File: config.mk
export PLATFORM = sky130hd
export DESIGN_NAME = burst_read_seq
export DESIGN_NICKNAME = d
export VERILOG_FILES = /design/src/rtl/brs_pkg.sv /design/src/rtl/brs_cmd_pipe.sv /design/src/rtl/brs_write_guard.sv /design/src/rtl/brs_burst_fsm.sv /design/src/rtl/burst_read_seq.sv
export SDC_FILE = /design/constraint.sdc
export NUM_CORES = 1
export LEC_CHECK = 0
export BUFFER_PORTS_ARGS = -buffer_cell sky130_fd_sc_hd__buf_4
export CAP_MARGIN = 20
export CORE_MARGIN = 3
export CORE_UTILIZATION = 60
export CTS_BUF_LIST = sky130_fd_sc_hd__clkbuf_4 sky130_fd_sc_hd__clkbuf_8
export DETAILED_ROUTE_END_ITERATION = 8
export PLACE_DENSITY = 0.95
export SLEW_MARGIN = 25
export SYNTH_ARGS = -nofsm -noshare
export SYNTH_HDL_FRONTEND = slang
export SYNTH_SLANG_ARGS = --single-unit
File: constraint.sdc
create_clock -name clk -period 2.6 [get_ports clk]
set_input_delay 0.52 -clock clk [delete_from_list [all_inputs] [get_ports clk]]
set_output_delay 0.52 -clock clk [all_outputs]
set_load 0.1 [all_outputs]
File: src/rtl/brs_pkg.sv
package brs_pkg;

    typedef enum logic [1:0] {
        CMD_NOP   = 2'b00,
        CMD_READ  = 2'b01,
        CMD_STOP  = 2'b10,
        CMD_WRITE = 2'b11
    } cmd_e;

    typedef enum logic [1:0] {
        EV_NONE = 2'b00,
        EV_READ = 2'b01,
        EV_STOP = 2'b10
    } ev_e;

    typedef enum logic [1:0] {
        ST_IDLE  = 2'b00,
        ST_LEAD  = 2'b01,
        ST_TRAIL = 2'b10
    } burst_state_e;

endpackage

File: src/rtl/brs_cmd_pipe.sv
module brs_cmd_pipe
    import brs_pkg::*;
#(
    parameter int CL     = 3,
    parameter int COL_W  = 9,
    parameter int BANK_W = 2
) (
    input  logic              clk,
    input  logic              rst_n,
    input  ev_e               in_kind,
    input  logic [BANK_W-1:0] in_bank,
    input  logic [COL_W-1:0]  in_col,
    output ev_e               pre_kind,
    output ev_e               head_kind,
    output logic [BANK_W-1:0] head_bank,
    output logic [COL_W-1:0]  head_col,
    output logic [CL-1:0]     read_map
);

    ev_e               kind_q [CL];
    logic [BANK_W-1:0] bank_q [CL];
    logic [COL_W-1:0]  col_q  [CL];

    // Delay line: stage 0 takes the new event, each later stage the one before.
    always_ff @(posedge clk or negedge rst_n) begin
        if (!rst_n) begin
            for (int s = 0; s < CL; s++) begin
                kind_q[s] <= EV_NONE;
                bank_q[s] <= '0;
                col_q[s]  <= '0;
            end
        end else begin
            kind_q[0] <= in_kind;
            bank_q[0] <= in_bank;
            col_q[0]  <= in_col;
            for (int s = 1; s < CL; s++) begin
                kind_q[s] <= kind_q[s-1];
                bank_q[s] <= bank_q[s-1];
                col_q[s]  <= col_q[s-1];
            end
        end
    end

    for (genvar s = 0; s < CL; s++) begin : g_map
        assign read_map[s] = (kind_q[s] == EV_READ);
    end

    assign pre_kind  = kind_q[CL-2];
    assign head_kind = kind_q[CL-1];
    assign head_bank = bank_q[CL-1];
    assign head_col  = col_q[CL-1];

endmodule

File: src/rtl/brs_write_guard.sv
module brs_write_guard #(
    parameter int WR_WIN = 3
) (
    input  logic clk,
    input  logic rst_n,
    input  logic cmd_write,
    input  logic cmd_stop,
    output logic stop_blocked,
    output logic illegal_cmd
);

    localparam int CNT_W = $clog2(WR_WIN + 1);

    logic [CNT_W-1:0] win_q;
    logic             flag_q;

    always_ff @(posedge clk or negedge rst_n) begin
        if (!rst_n) begin
            win_q  <= '0;
            flag_q <= 1'b0;
        end else begin
            if (cmd_write) begin
                win_q <= CNT_W'(WR_WIN);
            end else if (win_q != '0) begin
                win_q <= win_q - 1'b1;
            end
            flag_q <= cmd_stop && (win_q != '0);
        end
    end

    assign stop_blocked = cmd_stop && (win_q != '0);
    assign illegal_cmd  = flag_q;

    a_r9_flag_from_stop : assert property (@(posedge clk) disable iff (!rst_n)
        illegal_cmd |-> $past(cmd_stop));

endmodule

File: src/rtl/brs_burst_fsm.sv
module brs_burst_fsm
    import brs_pkg::*;
#(
    parameter int BL     = 4,
    parameter int COL_W  = 9,
    parameter int BANK_W = 2
) (
    input  logic                  clk,
    input  logic                  rst_n,
    input  ev_e                   head_kind,
    input  logic [BANK_W-1:0]     head_bank,
    input  logic [COL_W-1:0]      head_col,
    input  ev_e                   pre_kind,
    output logic                  dq_oe,
    output logic                  dqs_oe,
    output logic [$clog2(BL)-1:0] rise_idx,
    output logic [$clog2(BL)-1:0] fall_idx,
    output logic [COL_W-1:0]      rise_col,
    output logic [COL_W-1:0]      fall_col,
    output logic [BANK_W-1:0]     burst_bank
);

    localparam int PAIRS  = BL / 2;
    localparam int PAIR_W = $clog2(PAIRS);
    localparam int IDX_W  = PAIR_W + 1;

    burst_state_e      state_q, state_nxt;
    logic [PAIR_W-1:0] pair_q, pair_nxt;
    logic [COL_W-1:0]  col_q, col_nxt;
    logic [BANK_W-1:0] bank_q, bank_nxt;
    logic              pre_q;

    // Next-state logic: restart, float, advance, drain.
    always_comb begin
        state_nxt = state_q;
        pair_nxt  = pair_q;
        col_nxt   = col_q;
        bank_nxt  = bank_q;
        unique case (state_q)
            ST_IDLE: begin
                pair_nxt = '0;
            end
            ST_LEAD: begin
                if (PAIRS > 1) begin
                    state_nxt = ST_TRAIL;
                    pair_nxt  = PAIR_W'(1);
                end else begin
                    state_nxt = ST_IDLE;
                    pair_nxt  = '0;
                end
            end
            ST_TRAIL: begin
                if (pair_q == PAIR_W'(PAIRS - 1)) begin
                    state_nxt = ST_IDLE;
                    pair_nxt  = '0;
                end else begin
                    pair_nxt = pair_q + 1'b1;
                end
            end
            default: begin
                state_nxt = ST_IDLE;
                pair_nxt  = '0;
            end
        endcase
        if (head_kind == EV_READ) begin
            state_nxt = ST_LEAD;
            pair_nxt  = '0;
            col_nxt   = head_col;
            bank_nxt  = head_bank;
        end else if (head_kind == EV_STOP) begin
            state_nxt = ST_IDLE;
            pair_nxt  = '0;
        end
    end

    // State register.
    always_ff @(posedge clk or negedge rst_n) begin
        if (!rst_n) begin
            state_q <= ST_IDLE;
            pair_q  <= '0;
            col_q   <= '0;
            bank_q  <= '0;
            pre_q   <= 1'b0;
        end else begin
            state_q <= state_nxt;
            pair_q  <= pair_nxt;
            col_q   <= col_nxt;
            bank_q  <= bank_nxt;
            pre_q   <= (pre_kind == EV_READ) && (state_nxt == ST_IDLE);
        end
    end

    logic [IDX_W-1:0] rise_lo, fall_lo;

    // Output logic.
    always_comb begin
        dq_oe      = 1'b0;
        dqs_oe     = pre_q;
        rise_idx   = '0;
        fall_idx   = '0;
        rise_lo    = '0;
        fall_lo    = '0;
        rise_col   = '0;
        fall_col   = '0;
        burst_bank = '0;
        unique case (state_q)
            ST_IDLE: begin
            end
            ST_LEAD, ST_TRAIL: begin
                dq_oe      = 1'b1;
                dqs_oe     = 1'b1;
                rise_idx   = {pair_q, 1'b0};
                fall_idx   = {pair_q, 1'b1};
                rise_lo    = col_q[IDX_W-1:0] + {pair_q, 1'b0};
                fall_lo    = col_q[IDX_W-1:0] + {pair_q, 1'b1};
                rise_col   = {col_q[COL_W-1:IDX_W], rise_lo};
                fall_col   = {col_q[COL_W-1:IDX_W], fall_lo};
                burst_bank = bank_q;
            end
            default: begin
            end
        endcase
    end

    a_r5_read_restarts : assert property (@(posedge clk) disable iff (!rst_n)
        ($past(head_kind) == EV_READ) |-> (dq_oe && rise_idx == '0));

    a_r6_stop_floats : assert property (@(posedge clk) disable iff (!rst_n)
        ($past(head_kind) == EV_STOP) |-> !dq_oe);

    a_r4_preamble_leads : assert property (@(posedge clk) disable iff (!rst_n)
        (dqs_oe && !dq_oe) |=> (dq_oe && rise_idx == '0));

    a_r2_trail_after_burst : assert property (@(posedge clk) disable iff (!rst_n)
        (state_q == ST_TRAIL) |-> ($past(state_q) != ST_IDLE));

endmodule

File: src/rtl/burst_read_seq.sv
module burst_read_seq
    import brs_pkg::*;
#(
    parameter int CL     = 3,
    parameter int BL     = 4,
    parameter int COL_W  = 9,
    parameter int BANK_W = 2
) (
    input  logic                  clk,
    input  logic                  rst_n,
    input  logic [1:0]            cmd,
    input  logic [BANK_W-1:0]     cmd_bank,
    input  logic [COL_W-1:0]      cmd_col,
    output logic                  dq_oe,
    output logic                  dqs_oe,
    output logic [$clog2(BL)-1:0] rise_idx,
    output logic [$clog2(BL)-1:0] fall_idx,
    output logic [COL_W-1:0]      rise_col,
    output logic [COL_W-1:0]      fall_col,
    output logic [BANK_W-1:0]     burst_bank,
    output logic                  illegal_cmd
);

    localparam int IDX_W  = $clog2(BL);
    localparam int WR_WIN = 1 + BL / 2;

    cmd_e              cmd_dec;
    ev_e               in_kind;
    ev_e               pre_kind, head_kind;
    logic [BANK_W-1:0] head_bank;
    logic [COL_W-1:0]  head_col;
    logic [CL-1:0]     read_map;
    logic              stop_blocked;
    logic              in_flight;

    assign cmd_dec   = cmd_e'(cmd);
    assign in_flight = (|read_map) || dq_oe;

    always_comb begin
        unique case (cmd_dec)
            CMD_READ: in_kind = EV_READ;
            CMD_STOP: in_kind = (!stop_blocked && in_flight) ? EV_STOP : EV_NONE;
            default:  in_kind = EV_NONE;
        endcase
    end

    brs_write_guard #(.WR_WIN(WR_WIN)) u_guard (
        .clk          (clk),
        .rst_n        (rst_n),
        .cmd_write    (cmd_dec == CMD_WRITE),
        .cmd_stop     (cmd_dec == CMD_STOP),
        .stop_blocked (stop_blocked),
        .illegal_cmd  (illegal_cmd)
    );

    brs_cmd_pipe #(.CL(CL), .COL_W(COL_W), .BANK_W(BANK_W)) u_pipe (
        .clk       (clk),
        .rst_n     (rst_n),
        .in_kind   (in_kind),
        .in_bank   (cmd_bank),
        .in_col    (cmd_col),
        .pre_kind  (pre_kind),
        .head_kind (head_kind),
        .head_bank (head_bank),
        .head_col  (head_col),
        .read_map  (read_map)
    );

    brs_burst_fsm #(.BL(BL), .COL_W(COL_W), .BANK_W(BANK_W)) u_fsm (
        .clk        (clk),
        .rst_n      (rst_n),
        .head_kind  (head_kind),
        .head_bank  (head_bank),
        .head_col   (head_col),
        .pre_kind   (pre_kind),
        .dq_oe      (dq_oe),
        .dqs_oe     (dqs_oe),
        .rise_idx   (rise_idx),
        .fall_idx   (fall_idx),
        .rise_col   (rise_col),
        .fall_col   (fall_col),
        .burst_bank (burst_bank)
    );

    a_r9_refused_not_queued : assert property (@(posedge clk) disable iff (!rst_n)
        illegal_cmd |-> ($past(in_kind) != EV_STOP));

    a_r1_oe_rise_from_read : assert property (@(posedge clk) disable iff (!rst_n)
        $rose(dq_oe) |-> ($past(head_kind) == EV_READ));

    a_r3_same_group : assert property (@(posedge clk) disable iff (!rst_n)
        dq_oe |-> (rise_col[COL_W-1:IDX_W] == fall_col[COL_W-1:IDX_W]));

endmodule

* After elaboration in Yosys (flattened, before gate mapping)
Index checks and enable logic that the tools add are counted.
** Operators by class
- Add/sub/neg operators :: 4
- Eq/ne operators :: 9
- Multiplexer cells :: 19
- Reduce and logical (&&, ||, !) cells :: 11
** Operators with widths (count)
- $mux W2 :: 9
- $mux W9 :: 2
- $eq A2 B1 Y1 const B :: 5
- $eq A2 B2 Y1 const B :: 4
- $pmux W2 S3 :: 1
- $mux W1 :: 5
- $add A2 B2 Y2 :: 2
- $logic_not A2 Y1 :: 2
- $pmux W2 S2 :: 1
- $reduce_bool A2 Y1 :: 2
- $logic_and A1 B1 Y1 :: 3
- $reduce_or A3 Y1 :: 1
- $pmux W1 S2 :: 1
- $reduce_or A2 Y1 :: 1
- $sub A2 B1 Y2 const B :: 1
- $add A1 B1 Y1 const B :: 1
- $logic_not A1 Y1 :: 1
- $logic_or A1 B1 Y1 :: 1
** Storage, ports and cells
- Bits in registers :: 57
- Input bits :: 15
- Output and inout port bits :: 27
- Logic and storage cells :: 59

* Longest topological paths before layout
- Depth in word-level cells :: 7
- Mapped depth :: 5

* Cells and area by module
Synthesis repeated with hierarchy kept, for this count alone.
** Second synthesis, totals
- Cell total of the unflattened synthesis :: 150
- Area total of the unflattened synthesis :: 2187.1 um^2
** Modules (own cells, without submodules)
- brs_cmd_pipe :: times used 1, cells each 57, area each 1129.8 um^2, sequential area each 975.9 um^2
- brs_burst_fsm :: times used 1, cells each 76, area each 865.8 um^2, sequential area each 375.4 um^2
- brs_write_guard :: times used 1, cells each 12, area each 138.9 um^2, sequential area each 75.1 um^2
- burst_read_seq :: times used 1, cells each 5, area each 52.6 um^2, sequential area each 0.0 um^2

* Least setup slack after synthesis
Ideal clock, no wire load.
- Kind :: reg2out
- From :: register u_fsm.state_q[0]
- To :: output rise_col[2]
- Arrival time :: 2.909 ns
- Data required time :: 2.080 ns
- Slack :: -0.829 ns
- Cell stages (with the launch flop) :: 6
- Buffers on the path :: 2
- Path through :: dfrtp_1 > inv_1 > ha_1 > clkbuf_1 > and2_1 > buf_4
** On the way
- Longest elaborated chain between the ends :: 3
- Elaborated cells on any way between the ends :: 4
- Those cells by class :: 2 x eq/ne; 1 x mux; 1 x reduce/logical
** RTL lines
- start, declared :: line brs_burst_fsm.sv:27 : burst_state_e state_q, state_nxt;
- start signal, assigned :: line brs_burst_fsm.sv:85 : state_q <= state_nxt;
- $eq A2 B1 Y1 or $eq A2 B2 Y1 (tied branches)
- $reduce_or A2 Y1 * :: line brs_burst_fsm.sv:106 : unique case (state_q)
- $mux W9 * :: line brs_burst_fsm.sv:106
- end, declared :: line burst_read_seq.sv:18 : output logic [COL_W-1:0] rise_col,
Every way passes the cells marked *; elsewhere a longest branch is shown, timed or not.

* Final worst setup path
- From :: register u_fsm.state_q[0]
- To :: output fall_col[3]
** On the way
- Longest elaborated chain between the ends :: 3
- Elaborated cells on any way between the ends :: 4
- Those cells by class :: 2 x eq/ne; 1 x mux; 1 x reduce/logical
** RTL lines
- $eq A2 B1 Y1 or $eq A2 B2 Y1 (tied branches)
- $reduce_or A2 Y1 * :: line brs_burst_fsm.sv:106
- $mux W9 * :: line brs_burst_fsm.sv:106
- end, declared :: line burst_read_seq.sv:19 : output logic [COL_W-1:0] fall_col,
Marked as above.

==> impl_metrics.toml <==
[status]
status = "completed"

[routing]
vias = 1091
drtIter0Drc = 38
vias_per_cell = 4.98
firstDrtPassIters = 4
drc = 0
ant_nets = 0
wl_per_cell_um = 14.4
drt_wl_total_um = 3160

[clock_tree]
cts_tree = "yes"
insertion_delay_ns = 0.35
clkTransAtPathRegs_ns = 0.09
clk_path_buf_depth = 2
clock_sinks = 57
root_buffer = "clkbuf_4"
hold_buffers = 0
cts_resized = 0
h-tree-depth = 3
cts_buffers = 9
postCtsSetupRepairBufs = 0

[synthesis]
synth-seq-cells = 57
synthTopCellsByArea = "dfrtp_1 70%, mux2_4 6.6%, and2_1 4.0%"
synthesis.nets = 152
synthCells = 132
synth_top_area_share_pct = 69.7
syn_area_sq_um = 2050
ys_seq_area_share_pct = 69.7
synth_warnings = 0
syn_avg_cell_area_sq_um = 15.5
synth_cell_types = 26
synth_top_cell_by_area = "dfrtp_1"

[die]
dieArea_sq_um = 4150
die_height_um = 64.4
fp.dieW_um = 64.4
core-area_sq_um = 3150
row_count = 20
ioPinCount = 42
initial_core_util_pct = 64.9

[worst_setup_path]
arrival_ns = 1.78
critPathRequiredTime_ns = 2.08
endpoint_kind = "output port"
setup.worst_path.start = "u_fsm.state_q[0]"
start_kind = "flop"
path_class = "reg2out"
critical_path_peak_fanout = 19
reg2reg_from = "u_fsm.state_q[0]"
r2r_cells = 5

[placed_design]
dp.cells = 204
gp_congestion = 0.636
dp_hpwl_um = 2260
portBuffers = 40
pre_cts_ws_ns = 0.686

[global_routing]
grt_max_degree = 58
grt_pass1_vias = 1179
overflow = 0
antenna_found_initial = 0
grt_util_all_layers_pct = 17.2
grt_pass1_wl_um = 5290

[layout]
layout_common_cells = "57 x dfrtp_1, 40 x buf_4, 9 x mux2_4, 9 x clkbuf_4, 8 x and2_2"
num_antenna_cells = 0
stdcell_count = 219
drive_above_1_share_pct = 45.7
layout_commonest_cell = "dfrtp_1"
final_util_pct = 79.7
nets = 191
syn_to_final_growth_pct = 22.7

[sta]
max_freq_mhz = 435
finalCritPeriodShare_pct = 88.5
rsz0062_at_grt = "false"
hold_violations = 0
slew_headroom_pct = 56.5
fin_crit_ns = 2.30
fin_ws_ns = 0.300
skew_ns = 0.00689
tightest_slew_ns = 0.653
whs_ns = 0.194
drv_slew = 0
setup_viol = 0

[flow_run]
cap_violations = 0

[worst_hold_path]
hold_class = "in2async"
[logic make-up after synthesis]
kind of cell	count (synthesis)	share of synthesized area, %
DFF	57	69.7
and+or+nand+nor	31	10.1
buffers and inverters	18	5.50
muxes	11	7.70
adders and majority gates	5	3.06
AOI/OAI and AO/OA	5	2.02
xor gates and xnor gates	4	1.71
other	1	0.183
[synthesized netlist by cell type]
master / count
a2111oi_2: 1
a21oi_1: 1
and2_1: 13
buf_4: 10
buf_6: 1
clkbuf_1: 1
conb_1: 1
dfrtp_1: 57
ha_1: 5
inv_1: 6
mux2_2: 2
mux2_4: 9
nand2_1: 3
nand2b_1: 4
nand4bb_1: 1
nor2_1: 1
nor2b_1: 4
nor2b_4: 1
nor3b_1: 1
nor3b_2: 1
nor4bb_1: 1
o2111ai_1: 1
o211ai_1: 1
o21ai_0: 1
or2_2: 1
xor2_1: 4
[registers in the layout, indices dropped and copies added (netlist names), 4 cells and up]
name             count
u_pipe.bank_q        4
u_fsm.col_q          9
u_pipe.head_col      9
u_pipe.col_q        18
[worst paths after layout]
kind,to,slack (ns)
worst max register to register,u_fsm.pre_q,1.17
max in group asynchronous,u_pipe.col_q[11],1.97
worst max-delay path,fall_col[3],0.30
worst min register to register,u_pipe.head_col[6],0.35
min in group clk,u_pipe.bank_q[4],0.27
worst min-delay path,u_fsm.col_q[8],0.19
[critical path, cell delays in order, from the launching register on]
cell and delay [ns]:
dfrtp_1 0.44, inv_1 0.12, ha_4 0.38, and2_2 0.20
buf_4 0.29
[metrics by stage]
| step | instance area (sq um) | setup TNS, ns |
|---|---|---|
| 2_1_floorplan | 2070 | -0.125 |
| 3_3_place_gp | 2340 | 0 |
| 3_5_place_dp | 2340 | 0 |
| 4_1_cts | 2510 | 0 |
| 5_1_grt | 2510 | 0 |
| 6_report | 2510 | 0 |
[cell type report]
type,count,area (sq um)
Multi-Input combinational cell,57,533
Clock buffer,9,67.6
Tap cell,44,55.1
Timing Repair Buffer,40,300
Clock inverter,6,108
Fill cell,179,641
Sequential cell,57,1430
Inverter,6,22.5
[routing by layer]
layer / vias up / global-route usage, % / wire length (um)
met2: 49 / 30.3 / 1680
li1: 495 / - / -
met5: - / 0 / 0
met1: 541 / 20.2 / 1240
met4: 0 / 5.01 / 29
met3: 6 / 5.37 / 214
Power is left out: the tool's default activity adds up to more than one toggle a clock period on the data nets, which glitch-free logic cannot reach.
